<file path="src/rtl/blpar_pkg.sv">
package blpar_pkg;

  // Width of one byte lane; the lane layout is fixed by the bus.
  localparam int unsigned LANE_W = 8;

  // Bit that brings a lane to an even count of ones.
  function automatic logic even_fill(input logic [LANE_W-1:0] lane);
    return ^lane;
  endfunction

  // 1 when a lane and its parity bit together hold an odd count of ones.
  function automatic logic lane_bad(input logic [LANE_W-1:0] lane, input logic pbit);
    return even_fill(lane) ^ pbit;
  endfunction

endpackage

</file>
<file path="src/rtl/lane_par_cmp.sv">
module lane_par_cmp
  import blpar_pkg::*;
#(
  parameter int unsigned LANES = 8
) (
  input  logic [LANES*LANE_W-1:0] data,
  input  logic [LANES-1:0]        par,
  input  logic [LANES-1:0]        be,
  output logic [LANES-1:0]        flag
);

  logic [LANES-1:0] raw_bad;

  for (genvar n = 0; n < LANES; n++) begin : g_lane
    assign raw_bad[n] = lane_bad(data[n*LANE_W +: LANE_W], par[n]);
    assign flag[n]    = raw_bad[n] & be[n];
  end

endmodule

</file>
<file path="config.mk">
export PLATFORM = sky130hd
export DESIGN_NAME = lane_par_cmp
export DESIGN_NICKNAME = d
export VERILOG_FILES = /design/src/rtl/blpar_pkg.sv /design/src/rtl/lane_par_cmp.sv
export SDC_FILE = /design/constraint.sdc
export NUM_CORES = 1
export LEC_CHECK = 0
export BUFFER_PORTS_ARGS = -buffer_cell sky130_fd_sc_hd__buf_2
export CAP_MARGIN = 0
export CORE_MARGIN = 2
export CORE_UTILIZATION = 38
export DETAILED_ROUTE_END_ITERATION = 8
export PLACE_DENSITY_LB_ADDON = 0.15
export SYNTH_ARGS = -nofsm -noshare
export SYNTH_HDL_FRONTEND = slang
export SYNTH_SLANG_ARGS = --single-unit
</file>
<file path="constraint.sdc">
create_clock -name vclk -period 1.4
set_clock_uncertainty 0.2 [all_clocks]
set_input_delay 0.07 -clock vclk [all_inputs]
set_output_delay 0.07 -clock vclk [all_outputs]
set_load 0.1 [all_outputs]
</file>
# --- Word level (Yosys, flattened, before mapping) ---
# Index checks and enable logic that the tools add are counted.
totals:
  register_bits: 0
  inputBits: 80
  output_inout_bits: 8
  elab_cells: 24
classes:
  bitwise: 16
  n_reduce_logical: 8
ops:
  columns: ["operator", "count"]
  rows:
  - ["parity 8 bit", 8]
  - ["AND 1 bit", 8]
  - ["bitwise XOR 1 bit", 8]

# --- Logic depth before layout (Yosys ltp) ---
# Gate-level depths: netlist of run 1.
depth:
  depth_word: 3
  ltp_mapped: 3
  mapped_depth_nobuf: 3

# --- Worst setup path before layout of run 1 ---
# OpenSTA, ideal clock, no wires.
synth_timing:
  kind: "in2out"
  from: "input port data[1]"
  to: "output port flag[0]"
  arrival_ns: 2.198
  required_ns: 1.130
  path_slack_ns: -1.068
  stages: 3
  n_path_buf: 0
  path_cell_list: "xnor3_1 > or2_1 > mux2i_1"
synth_via:
  elab_chain_cells: 3
synth_rtl:
  columns: ["element", "line", "source"]
  rows:
  - ["start: declaration", "lane_par_cmp.sv:6", "input logic [LANES*LANE_W-1:0] data,"]
  - ["parity 8 bit", "blpar_pkg.sv:8", "return ^lane;"]
  - ["bitwise XOR 1 bit", "blpar_pkg.sv:13", "return even_fill(lane) ^ pbit;"]
  - ["AND 1 bit", "lane_par_cmp.sv:16", "assign flag[n] = raw_bad[n] & be[n];"]
  - ["end: declaration", "lane_par_cmp.sv:9", "output logic [LANES-1:0] flag"]
# Every way passes these cells.

# --- Worst setup path after layout of run 1 ---
layout_timing:
  from: "input port data[63]"
  to: "output port flag[7]"
# Same word-level chain as after synthesis.

==> metrics.txt, run 1 <==
sequential share of power=0; Vias per Instance=4.37; GR Util All Layers=0.171; crit-path max cell delay=about 0.43 ns; Setup crit start kind=primary input; Period minus WS final=around 1.5 ns; post-layout util=0.872; multi-input logic area=just over 900 sq um; CP Capture Type=output pin; die height=48.7 microns; io pins=88; Hold Buf Count CTS=0; Area after DPL=1520 sq um; share of layout cells above drive strength 1=0.702; most common cell after layout, fill and taps aside=buf_2; sequential fraction of the synthesis area=0; core area=1920 sq um; IR drop worst, VDD=about 0.66 mV; vias in the first global route=about 860; Final ANT Viol Nets=0; Seq cells=0; final hold viol count=0; worst path arrival time=roughly 1.2 ns; Post-Syn Instances=just over 70; largest net degree at the start of global routing=3; PwrDens=just over 800 nW/um^2; Setup Viol. Count Final=8; Buf/Inv on CP=2; measured slew at the worst slew-check pin=about 0.17 ns; slowest stage cell, crit path=xnor3_1; leak pwr=0.921 nW; final instance area=roughly 1700 sq um; hold path cells=4; clock buffers=0; wire per inst=~12 microns; RSZ-0062 raised after global routing=true; worst hold endpoint=flag[0]; Crit path max-delay family=XOR/XNOR gates; max_slew headroom=0.884; Max Fclk=a little under 0.7 GHz; clock share of power=0; grt total ovfl=0; global-route wire length before repair=roughly 3200 microns; status=finished, violations left; period utilization=1.04; number of antenna diodes=0; syn avg cell area=~11 sq um; Post-Syn Nets=approximately 150; WS Path Type=in2out; WP data required=approximately 1.1 ns; iteration count of the initial detailed-routing pass=1; Logic pwr share=1.000; fin nets=around 240; Yosys warnings=0; PnR worst setup slack=-0.0553 ns; Hold Crit Start=be[0]; cells along the critical path=buf_6 > xnor2_2 > xnor3_1 > mux2i_4 > buf_12; Area Growth Syn to Fin=120%; Cell variety after synth=7; NetSw=663 uW; max-cap viol count=0; synthesized area=761 sq um; crit-path max FO=1; commonest cells after routing, fill and taps aside=61 x buf_2, 19 x buf_6, 12 x xnor3_1; fill count=111; I/O Buffers=88; Worst Hold Class=in2out; Die X=approximately 49 microns; 1st-iter DRT viols=0; pre-CTS setup slack=-0.0995 ns; DP Wirelength=slightly below 2000 microns; internal power=686 uW; routed vias=822; Routability Congestion=between 0.5 and 0.6; failing checks=setup timing; FF/Latch Area=0 sq um; DIE AREA=roughly 2400 sq um; Post-route DRC=0; DRT Wirelength=2340 microns; Final Max Tran Viols=0; initial antenna violation count=0; row cnt=16; sw frac=0.492; Initial Util=0.396
worst min-delay path, delay by kind of cell:
family	cells	cell delay (ns)
buffers and inverters	2	0.27
AND/OR/NAND/NOR	1	0.09
multiplexers	1	0.08
timing repair:
item,4_1_cts,5_1_grt
gates resized for setup,16,11
hold endpoints to repair,0,0
setup buffers,0,1
pin swaps,6,11
cloned,0,0
setup endpoints to repair,8,8
logic make-up (layout without fill, tap and decap cells):
group,after synthesis,in the layout,synth area share
and+or+nand+nor,16,16,0.105
buffers and inverters,8,97,0.0395
muxes,8,8,0.105
xor gates and xnor gates,40,40,0.750
cell type report:
cell class                 instances  area share
inverter                           8      0.0179
multi-input combinational         64       0.552
tap                               27      0.0201
timing repair buffer              89       0.410
worst max-delay path by stage:
| stage | startpoint | endpoint | slack [ns] | depth (start not counted) |
|---|---|---|---|---|
| final | data[63] | flag[7] | -0.06 | 5 |
| after global routing | data[36] | flag[4] | -0.09 | 5 |
| after CTS | data[61] | flag[7] | -0.08 | 5 |
| after detailed placement | data[52] | flag[6] | -0.1 | 5 |
| after global placement | data[44] | flag[5] | -0.07 | 5 |
| after floorplan | data[4] | flag[0] | -0.17 | 3 |
through the flow:
step	std cells	power (mW)	hold slack (ns)	setup TNS (ns)
floorplan	72	0.894	0.231	-1.39
global placement	187	1.27	0.367	-0.465
detailed placement	187	1.30	0.375	-0.655
CTS	187	1.33	0.375	-0.487
global route	188	1.40	0.387	-0.615
finish	188	1.35	0.375	-0.330
layer usage:
layer	track usage	share of wire
met5	0	0
met2	0.425	0.66
met3	0.0216	0.067
met1	0.131	0.27
met4	0	0
cell usage after synthesis:
library cell / count / area (sq um)
xnor2_1: 16 / 140
xnor3_1: 16 / 360
inv_1: 8 / 30.0
mux2i_1: 8 / 80.1
nand2_1: 8 / 30.0
or2_1: 8 / 50.1
xor2_1: 8 / 70.1
power groups by stage:
stage,Sequential (mW),Clock (mW),Combinational (mW)
after global placement,0,0,1.27
after CTS,0,0,1.33
after floorplan,0,0,0.894
after detailed placement,0,0,1.30
final,0,0,1.35
after global routing,0,0,1.40
Power figures use the tool's default switching activity.
==> run 2: changes to the inputs <==
--- a/config.mk
+++ b/config.mk
@@ -12,3 +12,3 @@
 export DETAILED_ROUTE_END_ITERATION = 8
-export PLACE_DENSITY_LB_ADDON = 0.15
+export PLACE_DENSITY = 0.9
 export SYNTH_ARGS = -nofsm -noshare
@@ -16 +16,2 @@
 export SYNTH_SLANG_ARGS = --single-unit
+export TNS_END_PERCENT = 10
==> constraint.sdc (replaced) <==
create_clock -name vclk -period 1.4
set_clock_uncertainty 0.2 [all_clocks]
set_input_delay 0.28 -clock vclk [all_inputs]
set_output_delay 0.28 -clock vclk [all_outputs]
set_load 0.1 [all_outputs]
==> run 2 against run 1 <==
Sequential share of layout area stayed put. The run still ends with setup timing left. Fmax decreased by 24%. Global-route usage grew 0.90 points. Die area stayed put. Largest power group unchanged. Cell count is 0.53% lower. Setup slack lost 0.46 ns. Count of clock-buffer cells in the layout unchanged. Largest cell class unchanged. Sequential cell count unchanged.
==> metrics.txt, run 2 (same netlist as run 1, synthesis figures left out) <==
row cnt=16 (unchanged); PnR worst setup slack=-0.512 ns (was -0.0553 ns); Vias per Instance=4.47 (was 4.37); iteration count of the initial detailed-routing pass=4 (was 1); number of antenna diodes=0 (unchanged); Final ANT Viol Nets=0 (unchanged); Post-route DRC=0 (unchanged); DRT Wirelength=2260 microns (was 2340 microns); Hold Crit Start=be[4] (was be[0]); Routability Congestion=0.657 (was 0.597); post-layout util=0.829 (was 0.872); initial antenna violation count=0 (unchanged); global-route wire length before repair=3400 microns (was 3240 microns); wire per inst=12.1 microns (was 12.5 microns); PwrDens=834 nW/um^2 (was 805 nW/um^2); clock buffers=0 (unchanged); WS Path Type=in2out (unchanged); share of layout cells above drive strength 1=0.688 (was 0.702); failing checks=setup timing (unchanged); die height=48.7 microns (unchanged); Worst Hold Class=in2out (unchanged); M1 GR Usage=0.130 (was 0.131); Initial Util=0.396 (unchanged); commonest cells after routing, fill and taps aside=73 x buf_2, 12 x xnor3_1 (was 61 x buf_2, 19 x buf_6, 12 x xnor3_1); Period minus WS final=1.91 ns (was 1.46 ns); GR peak layer=met2 (unchanged); Cells after DPL=187 (unchanged); Area Growth Syn to Fin=110% (was 120%); crit-path max FO=1 (unchanged); I/O Buffers=88 (unchanged); max-cap viol count=0 (unchanged); Seq cells=0 (unchanged); WP data required=0.92 ns (was 1.13 ns); Layout Cells excl Fill=187 (was 188); pre-CTS setup slack=-0.529 ns (was -0.0995 ns); GR Layer Usage met2=0.454 (was 0.425); period utilization=1.37 (was 1.04); max_slew headroom=0.853 (was 0.884); leak pwr=0.891 nW (was 0.921 nW); CP Capture Type=output pin (unchanged); worst path arrival time=1.43 ns (was 1.19 ns); core area=1920 sq um (unchanged); grt total ovfl=0 (unchanged); routed vias=836 (was 822); DP Wirelength=2030 microns (was 1940 microns); Hold Buf Count CTS=0 (unchanged); WHS=0.790 ns (was 0.375 ns); Die X=48.7 microns (unchanged); final hold viol count=0 (unchanged); most common cell after layout, fill and taps aside=buf_2 (unchanged); io pins=88 (unchanged); DIE AREA=2380 sq um (unchanged); measured slew at the worst slew-check pin=0.219 ns (was 0.170 ns); status=finished, violations left (unchanged); RSZ-0062 raised after global routing=true (unchanged); vias in the first global route=903 (was 856); largest net degree at the start of global routing=3 (unchanged); IR drop worst, VDD=0.790 mV (was 0.657 mV); Max Fclk=0.523 GHz (was 0.687 GHz); Final Max Tran Viols=0 (unchanged); M3 GR Usage=0.0247 (was 0.0216); hold path cells=4 (unchanged); fin nets=242 (was 243); Setup Viol. Count Final=8 (unchanged); FF/Latch Area=0 sq um (unchanged); Setup crit start kind=primary input (unchanged); 1st-iter DRT viols=5 (was 0); worst hold endpoint=flag[4] (was flag[0]); post-CTS setup buffers=0 (unchanged); GR Util All Layers=0.180 (was 0.171)
-- run 2: cell count changes in the layout (fill, tap and decap cells not counted), sizes merged --
| cell | before | now |
|---|---|---|
| buf | 89 | 88 |
-- run 2: repair_timing --
item,4_1_cts,5_1_grt
gates resized for setup,2,14
setup endpoints to repair,8,8
cloned,0,0
pin swaps,2,6
-- run 2: layout make-up --
cell class / count / area [sq um]
Timing Repair Buffer: 88 / 608
Fill cell: 119 / 328
Tap cell: 27 / 33.8
Inverter: 8 / 30.0
Multi-Input combinational cell: 64 / 922
-- run 2: worst max-delay path by stage --
stage,start,endpoint,slack [ns],depth (start not counted)
floorplan,data[4],flag[0],-0.59,3
global placement,data[44],flag[5],-0.49,5
detailed placement,data[7],flag[0],-0.53,5
CTS,data[23],flag[2],-0.52,5
global route,data[4],flag[0],-0.55,5
finish,data[4],flag[0],-0.51,5
-- run 2: power by group --
group / switching [mW] / total (mW) / internal, mW
sequential: 0 / 0 / 0
combinational: 0.667 / 1.33 / 0.663
clock: 0 / 0 / 0
total: 0.667 / 1.33 / 0.663
-- run 2: worst max-delay path, cell delays in order --
cell and delay [ns]:
buf_2 0.11, xnor2_2 0.15, xnor3_2 0.47, mux2i_4 0.21, buf_12 0.20
-- run 2: metrics by stage --
stage	total power [mW]	setup TNS, ns	instance area (sq um)
after floorplan	0.894	-4.75	921
after global placement	1.27	-3.83	1520
after detailed placement	1.31	-4.06	1520
after CTS	1.31	-4.02	1520
after global routing	1.38	-4.13	1590
final	1.33	-3.91	1590
-- run 2: layer usage --
layer | wire [microns] | vias to the layer above | share of wire
met1 | 565 | 386 | 0.25
met2 | 1500 | 41 | 0.67
met5 | 0 | - | 0
li1 | - | 407 | -
met4 | 19 | 0 | 0.0084
met3 | 170 | 2 | 0.075
==> run 3: changes to the inputs <==
- CORE_UTILIZATION: 38 -> 32
- PLACE_DENSITY: 0.9 -> 0.81
- clock period: 1.4 -> 1.71 ns (I/O delays scaled with it)
==> run 3 against run 2 <==
The run still ends with setup timing left. Cell count up 0.53%. Total power shrank 19%. Cell area increased by 0.39%. Non-clock buffer count unchanged. Routed wire length is 16% lower. Critical path type unchanged. Critical endpoint is now flag[2]. Largest power group unchanged.
==> metrics.txt, run 3 (same netlist as run 1, synthesis figures left out) <==
status=finished, violations left (unchanged); failing checks=setup timing (unchanged); I/O Buffers=88 (unchanged); Critical Path Start=data[20] (was data[4]); iteration count of the initial detailed-routing pass=2 (was 4); largest net degree at the start of global routing=3 (unchanged); cells along the critical path=buf_6 > xor2_2 > xnor3_2 > mux2i_4 > buf_12 (was buf_2 > xnor2_2 > xnor3_2 > mux2i_4 > buf_12); grt total ovfl=0 (unchanged); worst path arrival time=1.48 ns (was 1.43 ns); Final ANT Viol Nets=0 (unchanged); crit-path max cell delay=0.42 ns (was 0.47 ns); RSZ-0062 raised after global routing=true (unchanged); Die X=52.8 microns (was 48.7 microns); post-CTS setup buffers=0 (unchanged); Period minus WS final=approximately 2.0 ns; Cells after DPL=188 (was 187); final hold viol count=0 (unchanged); NetSw=535 uW (was 667 uW); Worst Hold Class=in2out (unchanged); clock share of power=0 (about the same); wire per inst=10.1 microns (was 12.1 microns); global-route wire length before repair=2800 microns (was 3400 microns); Area Growth Syn to Fin=110% (about the same); GR Util All Layers=0.131 (was 0.180); DIE AREA=2780 sq um (was 2380 sq um); most common cell after layout, fill and taps aside=buf_2 (unchanged); Logic pwr share=1.000 (about the same); leak pwr=0.898 nW (was 0.891 nW); Hold Buf Count CTS=0 (unchanged); Routability Congestion=0.646 (was 0.657); routed vias=810 (was 836); 1st-iter DRT viols=6 (was 5); Post-route DRC=0 (unchanged); Seq cells=0 (unchanged); row cnt=17 (was 16); DRT Wirelength=1900 microns (was 2260 microns); Final Max Tran Viols=0 (unchanged); Setup Viol. Count Final=8 (unchanged); period utilization=1.18; io pins=88 (unchanged); clock buffers=0 (unchanged); Hold Crit Start=be[1] (was be[4]); WS Path Type=in2out (unchanged); die height=52.8 microns (was 48.7 microns); slowest stage cell, crit path=xnor3_2 (unchanged); PnR worst setup slack=-0.308 ns (was -0.512 ns); WHS=0.915 ns (was 0.790 ns); Layout Cells excl Fill=188 (was 187); internal power=543 uW (was 663 uW); Setup crit start kind=primary input (unchanged); core area=2230 sq um (was 1920 sq um); Vias per Instance=4.31 (was 4.47); Max Fclk=a little under 0.5 GHz; CP Capture Type=output pin (unchanged); sw frac=0.497 (was 0.502); max_slew headroom=0.886 (was 0.853); WP data required=1.17 ns (was 0.92 ns); post-layout util=0.717 (was 0.829); Initial Util=0.341 (was 0.396); fin nets=242 (unchanged); IR drop worst, VDD=0.511 mV (was 0.790 mV); FF/Latch Area=0 sq um (unchanged); PwrDens=674 nW/um^2 (was 834 nW/um^2); share of layout cells above drive strength 1=0.694 (was 0.688); vias in the first global route=817 (was 903); crit-path max FO=1 (unchanged); DP Wirelength=1780 microns (was 2030 microns); initial antenna violation count=0 (unchanged); measured slew at the worst slew-check pin=0.167 ns (was 0.219 ns); max-cap viol count=0 (unchanged); sequential share of power=0 (about the same); commonest cells after routing, fill and taps aside=71 x buf_2, 12 x xnor3_1, 10 x xnor2_2 (was 73 x buf_2, 12 x xnor3_1); number of antenna diodes=0 (unchanged)
==> run 3: path summary, 6_finish.rpt <==
check | to | slack (ns) | depth (start not counted)
max | flag[2] | -0.31 | 5
min | flag[1] | 0.92 | 4
==> run 3: power groups by stage <==
stage / sequential, mW / combinational [mW] / clock [mW]
floorplan: 0 / 0.732 / 0
global placement: 0 / 1.04 / 0
CTS: 0 / 1.07 / 0
global route: 0 / 1.12 / 0
finish: 0 / 1.08 / 0
detailed placement: 0 / 1.06 / 0
==> run 3: layer usage <==
metal / part of all wire / GRT usage / up-vias / routed length, microns
li1: - / - / 408 / -
met1: 0.23 / 0.0768 / 356 / 436
met2: 0.63 / 0.333 / 46 / 1200
met3: 0.14 / 0.0371 / 0 / 267
met4: 0 / 0.00855 / 0 / 0
met5: 0 / 0 / - / 0
==> run 3: layout make-up <==
type | count | area [sq um]
multi-input cells | 64 | 918
fillers | 165 | 633
repair buffers | 88 | 617
well taps | 28 | 35.0
inverters | 8 | 30.0
==> run 3: through the flow <==
| step | total power [mW] | cell area, sq um | TNS [ns] | setup WS, ns |
|---|---|---|---|---|
| 2_1_floorplan | 0.732 | 921 | -3.26 | -0.408 |
| 4_1_cts | 1.07 | 1540 | -2.52 | -0.329 |
| 5_1_grt | 1.12 | 1600 | -2.63 | -0.349 |
| 3_3_place_gp | 1.04 | 1520 | -2.34 | -0.301 |
| 6_report | 1.08 | 1600 | -2.33 | -0.308 |
| 3_5_place_dp | 1.06 | 1520 | -2.55 | -0.347 |
==> run 3: timing repair <==
action	CTS	global route
pin swaps	5	10
gates resized for setup	4	12
endpoints found under the setup margin	8	8
cloned	0	0
endpoints found under the hold margin	0	0
==> run 3: critical path, delay by kind of cell <==
kind	cells	cell delay (ns)
buf+inv	2	0.30
mux	1	0.26
xor+xnor	2	0.57
